[src/rtl/npc_unit.sv]
module npc_unit #(
  parameter int unsigned       XLEN     = 32,
  parameter logic [XLEN-1:0]   RESET_PC = 32'h0040_0000
) (
  input  logic            clk,
  input  logic            rst_n,
  input  logic [31:0]     instr,
  input  logic            regs_equal,
  input  logic [XLEN-1:0] rs_value,
  input  logic            stall,
  output logic [XLEN-1:0] pc,
  output logic [XLEN-1:0] link_addr,
  output logic            link_we
);
  localparam logic [5:0] OP_RTYPE = 6'd0;
  localparam logic [5:0] OP_JUMP  = 6'd2;
  localparam logic [5:0] OP_JLINK = 6'd3;
  localparam logic [5:0] OP_BREQ  = 6'd4;
  localparam logic [5:0] OP_BRNE  = 6'd5;
  localparam logic [5:0] FN_JREG  = 6'd8;

  logic [5:0]      opcode, funct;
  logic [XLEN-1:0] seq_pc, br_off, br_pc, jmp_pc, pc_next;
  logic            br_taken, is_jump, is_jreg;

  assign opcode   = instr[31:26];
  assign funct    = instr[5:0];
  assign seq_pc   = pc + XLEN'(4);
  assign br_off   = {{(XLEN-18){instr[15]}}, instr[15:0], 2'b00};
  assign br_pc    = seq_pc + br_off;
  assign jmp_pc   = {pc[XLEN-1:28], instr[25:0], 2'b00};
  assign br_taken = (opcode == OP_BREQ && regs_equal) || (opcode == OP_BRNE && !regs_equal);
  assign is_jump  = (opcode == OP_JUMP) || (opcode == OP_JLINK);
  assign is_jreg  = (opcode == OP_RTYPE) && (funct == FN_JREG);

  always_comb begin
    pc_next = seq_pc;
    if (is_jreg)       pc_next = rs_value;
    else if (is_jump)  pc_next = jmp_pc;
    else if (br_taken) pc_next = br_pc;
  end

  always_ff @(posedge clk) begin
    if (!rst_n)      pc <= RESET_PC;
    else if (!stall) pc <= pc_next;
  end

  assign link_addr = seq_pc;
  assign link_we   = rst_n && !stall && (opcode == OP_JLINK);

  AST_RESET_VALUE: assert property (@(posedge clk) $past(!rst_n) |-> pc == RESET_PC)
    else $error("reset pc");
  AST_STALL_HOLD: assert property (@(posedge clk) disable iff (!rst_n)
    $past(stall) && $past(rst_n) |-> $stable(pc))
    else $error("stall hold");
  AST_STALL_NO_LINK: assert property (@(posedge clk) disable iff (!rst_n) stall |-> !link_we)
    else $error("link during stall");
  AST_SEQ_STEP: assert property (@(posedge clk) disable iff (!rst_n)
    !stall && opcode != OP_JUMP && opcode != OP_JLINK && !is_jreg && !br_taken
    |=> pc == $past(pc) + XLEN'(4))
    else $error("sequential step");
  AST_JUMP_REGION: assert property (@(posedge clk) disable iff (!rst_n)
    !stall && is_jump |=> pc[XLEN-1:28] == $past(pc[XLEN-1:28]) && pc[1:0] == 2'b00)
    else $error("jump region");
  AST_JREG_LOAD: assert property (@(posedge clk) disable iff (!rst_n)
    !stall && is_jreg |=> pc == $past(rs_value))
    else $error("register jump");
  AST_LINK_ONLY_JAL: assert property (@(posedge clk) disable iff (!rst_n)
    link_we |-> opcode == OP_JLINK && link_addr == pc + XLEN'(4))
    else $error("link strobe");
endmodule

[config.mk]
export PLATFORM = sky130hd
export DESIGN_NAME = npc_unit
export DESIGN_NICKNAME = d
export VERILOG_FILES = /design/src/rtl/npc_unit.sv
export SDC_FILE = /design/constraint.sdc
export NUM_CORES = 1
export LEC_CHECK = 0
export ABC_AREA = 0
export BUFFER_PORTS_ARGS = -buffer_cell sky130_fd_sc_hd__buf_2
export CORE_MARGIN = 4
export CORE_UTILIZATION = 52
export DETAILED_ROUTE_END_ITERATION = 10
export GPL_TIMING_DRIVEN = 0
export MAX_ROUTING_LAYER = met4
export PLACE_DENSITY_LB_ADDON = 0.1
export SLEW_MARGIN = 10
export SYNTH_ARGS = -nofsm -noshare
export SYNTH_HDL_FRONTEND = slang
export SYNTH_SLANG_ARGS = --single-unit
export TNS_END_PERCENT = 1
[constraint.sdc]
create_clock -name clk -period 4.33 [get_ports clk]
set_input_delay 0 -clock clk [delete_from_list [all_inputs] [get_ports clk]]
set_output_delay 0 -clock clk [all_outputs]
set_load 0.005 [all_outputs]
==> impl_results.rst, run 1 <==
.. list-table::
   :header-rows: 1

   * - Metric
     - Value
   * - Violations in the final reports
     - negative hold slack
   * - Share of the synthesized area in the top cell type
     - 16.2%
   * - Ratio of cells with drive above 1 in the final layout
     - roughly a quarter
   * - Ys flop type
     - dfxtp_1
   * - Worst Path Class, Setup
     - reg -> reg
   * - Multiplexer share of the synthesized area
     - less than 1%
   * - Initial detailed-routing violation count
     - 390
   * - Slew Limit Headroom
     - 49.4%
   * - Number of flops mapped to enable cells by yosys
     - 0
   * - Ys Warns
     - 0
   * - Kind of capture point of the worst setup path
     - flip-flop
   * - Synthesized instance count
     - between 500 and 600
   * - Global-route wire length before repair
     - 23300 µm
   * - Sequential area share after synthesis
     - 16.2%
   * - Clock insertion delay at the later pin of the skew report
     - 0.29 ns
   * - Met3 capacity usage during global routing
     - 4.97%
   * - Sum of net half-perimeters after detailed placement
     - 11900 µm
   * - Non-filler instance count after layout
     - a little under 800
   * - Clock buffer count from CTS
     - 5
   * - Met2 usage in global routing
     - 53.9%
   * - Number of antenna violations at the first check in global routing
     - 0
   * - Max IR drop VDD
     - 0.140 mV
   * - Area leader, netlist
     - dfxtp_1
   * - Kind of cell adding the most delay to the critical path
     - simple AND/OR/NAND/NOR gates
   * - Shortest period the worst path allows
     - between 4 and 5 ns
   * - Combined buffer and inverter count along the critical path
     - 0
   * - Residual overflow from global routing
     - 0
   * - I/O Buffers
     - ~130
   * - Clock tree from TritonCTS
     - done
   * - Final Hold Vio Count
     - 2
   * - Synthesized-area fraction occupied by ao, oa, aoi and oai cells
     - between 30% and 40%
   * - Initial cell density of the core
     - around 54%
   * - Required time of the critical path
     - approximately 4.6 ns
   * - Fin worst setup slack
     - 0.261 ns
   * - Count of standard-cell rows
     - 31
   * - Syn_nets
     - 636
   * - Synth Area in Adders
     - 11.9%
   * - Final GP Congestion
     - between 1 and 1.5
   * - Setup slack at placement
     - 0.179 ns
   * - Largest family of logic cells by synthesized area
     - compound AO/OA/AOI/OAI gates
   * - Chip Width
     - 95.1 µm
   * - Final-report max-slew violation count
     - 0
   * - Biggest regs
     - pc (32)
   * - Wire length per cell after detailed routing
     - 20.1 µm
   * - Flip-flop count of the largest register, all copies and words added
     - 32
   * - Number of register bits inferred by synthesis
     - 32
   * - Total number of clock tree sinks
     - 32
   * - Routed wire length
     - about 16000 µm
   * - Final setup viols
     - 0
   * - Clock transition at the registers of the reported paths
     - ~0.080 ns
   * - Placed Cells incl. Taps
     - 762
   * - Core footprint
     - 7290 µm²
   * - Cell area after synthesis
     - 3940 µm²
   * - RSZ-0062 raised after global routing
     - no
   * - Floorplan die height
     - 95.1 µm
   * - Ports placed on the boundary
     - 133
   * - Hold_ws
     - -0.00282 ns
   * - Global routing's busiest layer
     - met2
   * - Yosys cell types
     - 55
   * - Proportion of register bits with asynchronous set or reset after synthesis
     - 0%
   * - Pin count of the biggest net entering global routing
     - 25
   * - Area growth syn-to-layout
     - 24.9%
   * - Power per cell area
     - approximately 220 nW/µm²
   * - Top post-synthesis cells by area
     - dfxtp_1 16%, ha_1 11%, xnor2_1 8.4%, a21oi_1 6.9%, nand2_1 5.9%
   * - Largest Register
     - pc
   * - Number of nets in the finished design
     - 780
   * - Area of the die
     - 9040 µm²
   * - Crit path max-delay cell type
     - dfxtp_1
   * - Syn_area_per_cell
     - 7.42 µm²
   * - Largest buffer count on any clock path
     - 2
   * - Crit path arrival time
     - between 4 and 5 ns
   * - Antenna Cells
     - 0
   * - Outcome
     - finished, violations left
   * - Slew at the pin closest to its max-slew limit
     - 0.760 ns
   * - Initial DRT Pass Iterations
     - 5
   * - Placement Cell Area
     - roughly 4700 µm²
   * - Fmax
     - around 250 MHz
   * - Longest individual stage delay on the worst path
     - between 0.4 and 0.5 ns
   * - Basic-gate share of the synthesized area counting and, or, nand and nor cells
     - 22.1%
   * - Via-per-instance ratio
     - 6.48
   * - Sum of negative setup slack
     - 0 ns
   * - Final setup skew
     - approximately 0.010 ns
   * - Post-route antenna net violation count
     - 0
   * - Worst path cell trace
     - and3_1, and4_2, nor2b_2, nand3_1, xnor2_2, ha_1, nand4_1, nor4_1, a31oi_1, a31oi_2, o211ai_1, or3b_1, a41oi_1
   * - Leakage power figure
     - approximately 2.2 nW
   * - Largest fanout on the critical path
     - 6
   * - Final Instance Area
     - around 4900 µm²
   * - Hold Crit Class
     - in -> reg
   * - XOR/XNOR Fraction of Synth Area
     - 11.1%
   * - Residual DRC count
     - 0
   * - Max-cap violations
     - 0
   * - Met1 Resource Use GR
     - roughly 43%
   * - Via count of the first global-routing pass
     - 4641
   * - Root cell of the clock tree
     - clkbuf_8
   * - Number of vias in the routed layout
     - 5023
   * - Depth of the CTS H-tree
     - 2
   * - Final period utilization
     - 94.0%
   * - Tot GR Track Use
     - 34.2%
   * - Startpoint Class
     - flip-flop
-- logic make-up (layout without fill, tap and decap cells) --
family          after synthesis  after routing
compound gates              205            205
simple gates                167            167
xor+xnor                     49             49
buf+inv                      38            183
fa+ha+maj                    37             37
flops                        32             32
mux                           3              3
-- power breakdown --
group          switching, mW  internal [mW]
Combinational          0.259          0.191
Sequential            0.0299          0.312
Clock                  0.131          0.171
Total                  0.420          0.674
-- synthesized netlist by cell type (3+ instances only) --
| cell type | n |
|---|---|
| mux2i_1 | 3 |
| a41oi_1 | 4 |
| o31ai_1 | 3 |
| a211oi_1 | 8 |
| a21oi_1 | 54 |
| nand3_1 | 21 |
| a22oi_1 | 7 |
| o21bai_1 | 7 |
| or2_2 | 3 |
| buf_2 | 6 |
| a221o_1 | 5 |
| and4_1 | 9 |
| a221oi_1 | 22 |
| inv_1 | 9 |
| o221a_2 | 3 |
| nor2_1 | 19 |
| nand2b_1 | 3 |
| nor4_1 | 5 |
| nand2_1 | 62 |
| nand4_1 | 15 |
| buf_1 | 5 |
| dfxtp_1 | 32 |
| clkbuf_1 | 16 |
| a21o_1 | 8 |
| nor3_1 | 8 |
| o21ai_1 | 8 |
| ha_1 | 36 |
| xnor2_1 | 38 |
| xor2_1 | 10 |
| a31oi_1 | 8 |
| and3_1 | 7 |
| o21ai_0 | 43 |
| nor2b_1 | 3 |
| o211ai_1 | 12 |
-- final timing paths --
kind          startpoint     end  slack [ns]  cells past startpoint
max                pc[5]  pc[31]        0.26                     13
max reg2reg        pc[5]  pc[31]        0.26                     13
min reg2reg        pc[0]   pc[0]        0.51                      2
min          rs_value[8]   pc[8]      -0.003                      3
-- cell type report --
| class | count | area [µm²] |
|---|---|---|
| inverter | 9 | 33.8 |
| timing repair buffer | 137 | 706 |
| fill | 682 | 2370 |
| multi-input combinational | 461 | 3190 |
| tap | 99 | 124 |
| clock buffer | 6 | 72.6 |
| clock inverter | 2 | 35.0 |
| buffer | 29 | 124 |
| sequential | 32 | 641 |
-- metal layers --
metal / up-vias / share of wire [%]
li1: 2339 / -
met1: 2309 / 41
met2: 322 / 45
met3: 53 / 9.9
met4: 0 / 3.5
met5: - / 0
-- what timing repair did --
| item | 4_1_cts | 5_1_grt |
|---|---|---|
| hold buffers | 3 | 0 |
| gates resized for setup | 0 | 9 |
| hold endpoints to repair | 3 | 0 |
| setup endpoints to repair | 0 | 5 |
| setup buffers | 0 | 2 |
-- placed cells by master, fill, tap and decap left out, drive strengths merged, types with 5 or more instances in the layout --
cell    instances
nor2           19
nor3            8
xor2           10
dfxtp          32
and4            9
ha             36
a31oi           9
nand4          17
and3            7
inv             9
buf           147
xnor2          39
nand3          21
o21bai          7
nor4            6
a21o            8
a221o           5
o211ai         12
o21ai          51
a21oi          54
clkbuf         22
a211oi          8
nand2          62
a221oi         22
a22oi           7
-- per-stage QoR --
stage                     util [%]  hold WS [ns]  power, mW
after floorplan                  -         0.158      0.624
after global routing          67.5       0.00443       1.15
after detailed placement      64.8         0.274      0.779
final                         67.5      -0.00282       1.09
after CTS                     66.7       0.00245       1.08
after global placement        64.8         0.276      0.771
-- worst reg2reg max path, delay by kind of cell, from the launching register on --
kind	cells	cell delay, ns
AND/OR/NAND/NOR	7	2.04
AO/OA/AOI/OAI	4	0.92
flip-flops	1	0.43
adder cells (fa/ha/maj)	1	0.40
XOR/XNOR	1	0.20
Note: power is estimated with default switching activity, not from simulation.
==> run 2: changes to the inputs <==
BUFFER_PORTS_ARGS = not set   (was -buffer_cell sky130_fd_sc_hd__buf_2)
CORE_UTILIZATION = 55   (was 52)
DONT_BUFFER_PORTS = 1   (was not set)
==> run 2 against run 1 <==
Against the previous run: the flow now finishes without violations; worst setup slack improved by 0.0042 ns; die area decreased by 5.0%; global-route usage increased by 1.7 points; wire length decreased by 1.9%; total power decreased by 6.1%; critical path depth increased by 1; final area decreased by 5.9%; clock power decreased by 7.0%.
==> impl_results.rst, run 2 (synthesis gave the netlist of run 1 again) <==
.. list-table::
   :header-rows: 1

   * - Metric
     - Value
   * - Routed wire length
     - 15200 µm (-1.9%)
   * - Total number of clock tree sinks
     - 32 (unchanged)
   * - Slew Limit Headroom
     - 49.3% (-0.053 points)
   * - Depth of the worst hold-timing path
     - 3 (unchanged)
   * - Clock insertion delay at the later pin of the skew report
     - 0.31 ns (+0.02 ns)
   * - Relative contribution of sequential cells to total power
     - 33.9% (+2.6 points)
   * - Initial DRT Pass Iterations
     - 5 (unchanged)
   * - Kind of capture point of the worst setup path
     - flip-flop
   * - Number of antenna violations at the first check in global routing
     - 0 (unchanged)
   * - Power per cell area
     - 222 nW/µm² (-0.21%)
   * - Depth of the CTS H-tree
     - 2 (unchanged)
   * - Met2 usage in global routing
     - 57.2% (+3.3 points)
   * - Met3 capacity usage during global routing
     - 8.45% (+3.5 points)
   * - Max IR drop VDD
     - 0.129 mV (-7.7%)
   * - Wire length per cell after detailed routing
     - 22.5 µm (+12%)
   * - RSZ-0062 raised after global routing
     - no
   * - Count of standard-cell rows
     - 30 (-3.2%)
   * - Final setup skew
     - 0.0146 ns (+0.00436 ns)
   * - Root cell of the clock tree
     - clkbuf_8
   * - Fin worst setup slack
     - 0.265 ns (+0.00417 ns)
   * - Core footprint
     - 6870 µm² (-5.8%)
   * - Initial cell density of the core
     - 57.4% (+3.3 points)
   * - Ratio of cells with drive above 1 in the final layout
     - 5.84% (-19 points)
   * - Clock tree from TritonCTS
     - done
   * - Fmax
     - 246 MHz (+0.10%)
   * - Final Hold Vio Count
     - 0 (-2)
   * - Worst reg2reg path endpoint
     - pc[31]
   * - Final core utilization
     - 67.5% (about the same)
   * - Ports placed on the boundary
     - 133 (unchanged)
   * - Setup slack at placement
     - -0.0290 ns (-0.208 ns)
   * - Area of the die
     - 8590 µm² (-5.0%)
   * - Worst r2r src
     - pc[8]
   * - Pin count of the biggest net entering global routing
     - 24 (-4.0%)
   * - Crit path arrival time
     - 4.29 ns (about the same)
   * - Slew at the pin closest to its max-slew limit
     - 0.761 ns (+0.000800 ns)
   * - Flip-flop count of the largest register, all copies and words added
     - 32 (unchanged)
   * - Non-filler instance count after layout
     - 678 (-13%)
   * - Number of cells traversed by the worst register-to-register path
     - 14 (+1)
   * - Clock network power share
     - 27.3% (-0.3 points)
   * - Final period utilization
     - 93.9% (-0.096 points)
   * - Largest buffer count on any clock path
     - 2 (unchanged)
   * - Residual DRC count
     - 0 (unchanged)
   * - Area growth syn-to-layout
     - 17.6%
   * - Floorplan die height
     - 92.7 µm (-2.5%)
   * - Critical path capture point
     - pc[31]
   * - Most common cell after layout, fill and taps aside
     - nand2_1
   * - Via-per-instance ratio
     - 6.95 (+7.3%)
   * - Number of nets in the finished design
     - 687 (-12%)
   * - Antenna Cells
     - 0 (unchanged)
   * - Shortest period the worst path allows
     - 4.06 ns (-0.00417 ns)
   * - Outcome
     - finished clean
   * - Leakage power figure
     - 1.81 nW (-19%)
   * - Biggest regs
     - pc (32)
   * - Hold Crit Class
     - in -> reg
   * - Initial detailed-routing violation count
     - 438 (+12%)
   * - Setup slack of the worst register-to-register path
     - 0.27 ns (about the same)
   * - Worst Path Class, Setup
     - reg -> reg
   * - Global routing's busiest layer
     - met2
   * - Most used cells in the layout excluding fill and tap cells
     - 62 x nand2_1, 54 x a21oi_1, 44 x dlygate4sd3_1, 43 x o21ai_0, 36 x ha_1
   * - Largest fanout on the critical path
     - 7 (+1)
   * - Final GP Congestion
     - 0.977 (-2.8%)
   * - Max-cap violations
     - 0 (unchanged)
   * - Residual overflow from global routing
     - 0 (unchanged)
   * - Count of buffers added by post-CTS timing repair for setup
     - 0 (unchanged)
   * - Final-report max-slew violation count
     - 0 (unchanged)
   * - Sum of negative setup slack
     - 0 ns (unchanged)
   * - Internal cell power
     - 627 µW (-7.0%)
   * - Placed Cells incl. Taps
     - 627 (-18%)
   * - I/O Buffers
     - 0 (-100%)
   * - Required time of the critical path
     - 4.56 ns (about the same)
   * - Global-route wire length before repair
     - 23600 µm (+1.3%)
   * - Number of vias in the routed layout
     - 4713 (-6.2%)
   * - Combinational share of power
     - 38.8% (-2.3 points)
   * - Final setup viols
     - 0 (unchanged)
   * - Power spent charging and discharging nets
     - 401 µW (-4.5%)
   * - Tot GR Track Use
     - 35.9% (+1.7 points)
   * - Sum of net half-perimeters after detailed placement
     - 11100 µm (-6.6%)
   * - Post-route antenna net violation count
     - 0 (unchanged)
   * - Startpoint of the most critical setup path
     - pc[8]
   * - Met1 Resource Use GR
     - 43.6% (+0.31 points)
   * - Startpoint Class
     - flip-flop
   * - Chip Width
     - 92.7 µm (-2.5%)
   * - Total power after layout
     - 1.03 mW (-6.1%)
   * - Via count of the first global-routing pass
     - 4596 (-0.97%)
   * - Sw Share
     - 39.0% (+0.64 points)
   * - Clock transition at the registers of the reported paths
     - 0.08 ns (about the same)
   * - Clock buffer count from CTS
     - 5 (unchanged)
   * - Largest Register
     - pc
[run 2: cell count changes in the layout (fill, tap and decap cells not counted), sizes merged]
cell,change
dlygate4sd3,+41
clkinv,-1
clkbuf,+1
bufinv,-1
buf,-134
[run 2: how the worst min path moves through the flow]
stage                  from  endpoint  slack [ns]
2_1_floorplan   rs_value[0]     pc[0]        0.16
3_3_place_gp    rs_value[1]     pc[1]        0.17
3_5_place_dp      instr[26]   link_we        0.17
4_1_cts        rs_value[27]    pc[27]      0.0002
5_1_grt        rs_value[14]    pc[14]        0.02
6_report       rs_value[27]    pc[27]       0.006
[run 2: worst max-delay path, cell delays in order, from the launching register on]
cell      delay [ns]
dfxtp_1         0.49
nand4_1         0.40
nor2_2          0.35
nand3_1         0.16
xnor2_2         0.28
ha_1            0.28
buf_2           0.17
a21oi_1         0.21
o21ai_0         0.19
a221oi_2        0.42
a31oi_2         0.23
o211ai_1        0.36
mux2i_1         0.23
nand2_1         0.07
a41oi_1         0.13
[run 2: cell type report]
cell class | instances | area (µm²)
clock buffers | 7 | 96.3
flip-flops and latches | 32 | 641
plain buffers | 29 | 124
well taps | 96 | 120
inverters | 9 | 33.8
fillers | 628 | 2230
multi-input cells | 461 | 3180
repair buffers | 44 | 440
[run 2: power groups by stage]
stage	sequential [mW]	clock, mW	combinational (mW)
detailed placement	0.352	0	0.350
global route	0.351	0.286	0.439
global placement	0.351	0	0.345
finish	0.348	0.281	0.399
floorplan	0.343	0	0.282
CTS	0.346	0.273	0.386
[run 2: metal layers]
metal / routed length (µm) / vias to the layer above
met5: 0 / -
met4: 541 / 0
met3: 1780 / 57
met2: 6950 / 323
met1: 5970 / 2174
li1: - / 2159
[run 2: stage by stage]
| step | hold WS [ns] | instance area [µm²] |
|---|---|---|
| 2_1_floorplan | 0.158 | 3940 |
| 3_5_place_dp | 0.173 | 4060 |
| 5_1_grt | 0.0159 | 4640 |
| 3_3_place_gp | 0.170 | 4060 |
| 6_report | 0.00618 | 4640 |
| 4_1_cts | 0.000246 | 4610 |
[run 2: what timing repair did]
item	CTS	global route
hold buffers	44	0
setup endpoints to repair	1	8
gates resized for setup	1	7
pin swaps	0	3
gates cloned	0	0
hold endpoints to repair	26	0
==> run 3: changes to the inputs <==
RECOVER_POWER = 50   (was not set)
==> run 3 against run 2 <==
Against the previous run: first-iteration DRC count grew 19%; critical endpoint unchanged; maximum frequency fell by 0.45%; die area unchanged; via count hardly changed; critical path type unchanged; highest routed layer unchanged; non-clock buffer count is the same; sequential power barely moved; worst setup slack worse by 0.018 ns; largest power group unchanged; worst hold slack better by 0.0011 ns; clock power barely moved.
==> impl_results.rst, run 3 (synthesis gave the netlist of run 1 again) <==
.. list-table::
   :header-rows: 1

   * - Metric
     - Value
   * - Outcome
     - finished clean
   * - Floorplan die height
     - 92.7 µm (unchanged)
   * - Slew Limit Headroom
     - 49.6% (+0.32 points)
   * - Count of buffers added by post-CTS timing repair for setup
     - 0 (unchanged)
   * - Area growth syn-to-layout
     - 17.6% (unchanged)
   * - Relative contribution of sequential cells to total power
     - 33.9% (about the same)
   * - Clock transition at the registers of the reported paths
     - 0.09 ns (about the same)
   * - Final period utilization
     - 94.3% (+0.42 points)
   * - Residual DRC count
     - 0 (unchanged)
   * - Tot GR Track Use
     - 35.9% (unchanged)
   * - Flip-flop count of the largest register, all copies and words added
     - 32 (unchanged)
   * - RSZ-0062 raised after global routing
     - no
   * - Startpoint of the most critical hold path
     - rs_value[17]
   * - Largest fanout on the critical path
     - 7 (unchanged)
   * - Clock buffer count from CTS
     - 5 (unchanged)
   * - Slew at the pin closest to its max-slew limit
     - 0.756 ns (-0.00481 ns)
   * - Worst reg2reg path endpoint
     - pc[31]
   * - Final GP Congestion
     - 0.977 (unchanged)
   * - Initial detailed-routing violation count
     - 521 (+19%)
   * - Setup slack of the worst register-to-register path
     - 0.25 ns (-0.02 ns)
   * - Combined buffer and inverter count along the critical path
     - 1 (unchanged)
   * - Kind of capture point of the worst setup path
     - flip-flop
   * - Required time of the critical path
     - 4.56 ns (about the same)
   * - Clock tree from TritonCTS
     - done
   * - Shortest period the worst path allows
     - 4.08 ns (+0.0182 ns)
   * - Clock insertion delay at the later pin of the skew report
     - 0.31 ns (about the same)
   * - FF+latch area
     - 641 µm² (unchanged)
   * - Wire length per cell after detailed routing
     - 22.5 µm (about the same)
   * - Number of nets in the finished design
     - 687 (unchanged)
   * - Power per cell area
     - 222 nW/µm² (about the same)
   * - Residual overflow from global routing
     - 0 (unchanged)
   * - Startpoint of the most critical setup path
     - pc[8]
   * - Number of cells traversed by the worst register-to-register path
     - 14 (unchanged)
   * - I/O Buffers
     - 0 (unchanged)
   * - Via count of the first global-routing pass
     - 4596 (unchanged)
   * - Count of filler cells inserted in the layout
     - 628 (unchanged)
   * - Worst Path Class, Setup
     - reg -> reg
   * - Worst path cell trace
     - nand4_1, nor2_2, nand3_1, xnor2_2, ha_1, buf_2, a21oi_1, o21ai_0, a221oi_2, a31oi_2, o211ai_1, mux2i_1, nand2_1, a41oi_1
   * - Crit path max-delay cell type
     - dfxtp_1
   * - Ports placed on the boundary
     - 133 (unchanged)
   * - Final Hold Vio Count
     - 0 (unchanged)
   * - Most used cells in the layout excluding fill and tap cells
     - 62 x nand2_1, 54 x a21oi_1, 44 x dlygate4sd3_1, 43 x o21ai_0, 36 x ha_1
   * - Largest Register
     - pc
   * - Fmax
     - 245 MHz (-0.45%)
   * - Final setup skew
     - 0.0159 ns (+0.00128 ns)
   * - Hold Crit Class
     - in -> reg
   * - Combinational share of power
     - 38.8% (about the same)
   * - Longest individual stage delay on the worst path
     - 0.49 ns (about the same)
   * - Via-per-instance ratio
     - 6.96 (about the same)
   * - Number of antenna violations at the first check in global routing
     - 0 (unchanged)
   * - Critical path capture point
     - pc[31]
   * - Leakage power figure
     - 1.81 nW (-0.12%)
   * - Ratio of cells with drive above 1 in the final layout
     - 5.84% (unchanged)
   * - Global-route wire length before repair
     - 23600 µm (unchanged)
   * - Non-filler instance count after layout
     - 678 (unchanged)
   * - Total number of clock tree sinks
     - 32 (unchanged)
   * - Max IR drop VDD
     - 0.129 mV (about the same)
   * - Root cell of the clock tree
     - clkbuf_8
   * - Pin count of the biggest net entering global routing
     - 24 (unchanged)
   * - Number of vias in the routed layout
     - 4717 (+0.085%)
   * - Clock network power share
     - 27.4% (about the same)
   * - Number of cells on the critical path
     - 14 (unchanged)
   * - Startpoint Class
     - flip-flop
   * - Initial cell density of the core
     - 57.4% (unchanged)
   * - Sw Share
     - 39.1% (+0.060 points)
   * - Internal cell power
     - 627 µW (about the same)
   * - Max-cap violations
     - 0 (unchanged)
   * - Antenna Cells
     - 0 (unchanged)
   * - Count of standard-cell rows
     - 30 (unchanged)
   * - Sum of net half-perimeters after detailed placement
     - 11100 µm (unchanged)
   * - Area of the die
     - 8590 µm² (unchanged)
   * - Final setup viols
     - 0 (unchanged)
   * - Crit path arrival time
     - 4.31 ns (+0.02 ns)
   * - Kind of cell adding the most delay to the critical path
     - compound AO/OA/AOI/OAI gates
   * - Most common cell after layout, fill and taps aside
     - nand2_1
   * - Placed Cells incl. Taps
     - 627 (unchanged)
   * - Initial DRT Pass Iterations
     - 6 (+1)
   * - Depth of the CTS H-tree
     - 2 (unchanged)
   * - Worst r2r src
     - pc[8]
   * - Total area of multi-input combinational cells
     - 3180 µm² (unchanged)
   * - Final-report max-slew violation count
     - 0 (unchanged)
   * - Hold_ws
     - 0.00725 ns (+0.00107 ns)
   * - Power spent charging and discharging nets
     - 402 µW (+0.25%)
   * - Post-route antenna net violation count
     - 0 (unchanged)
   * - Core footprint
     - 6870 µm² (unchanged)
   * - Largest buffer count on any clock path
     - 2 (unchanged)
   * - Routed wire length
     - 15200 µm (about the same)
   * - Chip Width
     - 92.7 µm (unchanged)
   * - Biggest regs
     - pc (32)
## run 3: cell count changes in the layout (fill, tap and decap cells not counted), sizes merged
cell,previous run,this run
buf,13,10
clkbuf,23,26
## run 3: how the worst min path moves through the flow
stage	slack [ns]	depth (start not counted)	end
final	0.007	3	pc[17]
after floorplan	0.16	2	pc[0]
after global routing	0.02	2	pc[14]
after detailed placement	0.17	1	link_we
after global placement	0.17	2	pc[1]
after CTS	0.0002	3	pc[27]
## run 3: final cells by class
| class | instances | area share [%] |
|---|---|---|
| multi-input combinational | 461 | 68.6 |
| sequential | 32 | 13.8 |
| timing repair buffer | 44 | 9.50 |
| buffer | 29 | 2.67 |
| tap | 96 | 2.59 |
| clock buffer | 7 | 2.08 |
| inverter | 9 | 0.729 |
## run 3: power by group through the flow
| stage | combinational (mW) | clock [mW] | sequential, mW |
|---|---|---|---|
| 3_5_place_dp | 0.350 | 0 | 0.352 |
| 4_1_cts | 0.386 | 0.273 | 0.346 |
| 3_3_place_gp | 0.345 | 0 | 0.351 |
| 5_1_grt | 0.439 | 0.286 | 0.351 |
| 6_report | 0.399 | 0.282 | 0.348 |
| 2_1_floorplan | 0.282 | 0 | 0.343 |
## run 3: stage by stage
step | setup WS, ns | cell area (µm²) | power [mW] | setup TNS [ns] | utilization, %
finish | 0.247 | 4640 | 1.03 | 0 | 67.5
global placement | -0.0656 | 4060 | 0.696 | -0.0656 | 59.1
CTS | 0.0861 | 4610 | 1.00 | 0 | 67.0
global route | 0.0186 | 4640 | 1.08 | 0 | 67.5
floorplan | 0.920 | 3940 | 0.624 | 0 | -
detailed placement | -0.0290 | 4060 | 0.702 | -0.0290 | 59.1
## run 3: what timing repair did
action / in CTS / in global routing
endpoints found under the hold margin: 26 / 0
setup endpoints to repair: 1 / 8
cloned: 0 / 0
pin swaps: 0 / 3
hold buffers: 44 / 0
resized for setup: 1 / 7
## run 3: worst reg2reg max path: stages, from the launching register on
cell	delay, ns
dfxtp_1	0.49
nand4_1	0.39
nor2_2	0.36
nand3_1	0.16
xnor2_2	0.28
ha_1	0.29
buf_2	0.17
a21oi_1	0.22
o21ai_0	0.19
a221oi_2	0.42
a31oi_2	0.23
o211ai_1	0.37
mux2i_1	0.24
nand2_1	0.07
a41oi_1	0.13
## run 3: layer usage
metal	share of wire, %	track usage, %
met4	2.8	15.0
met5	0	-
met2	46	57.2
met1	39	43.6
met3	12	8.45
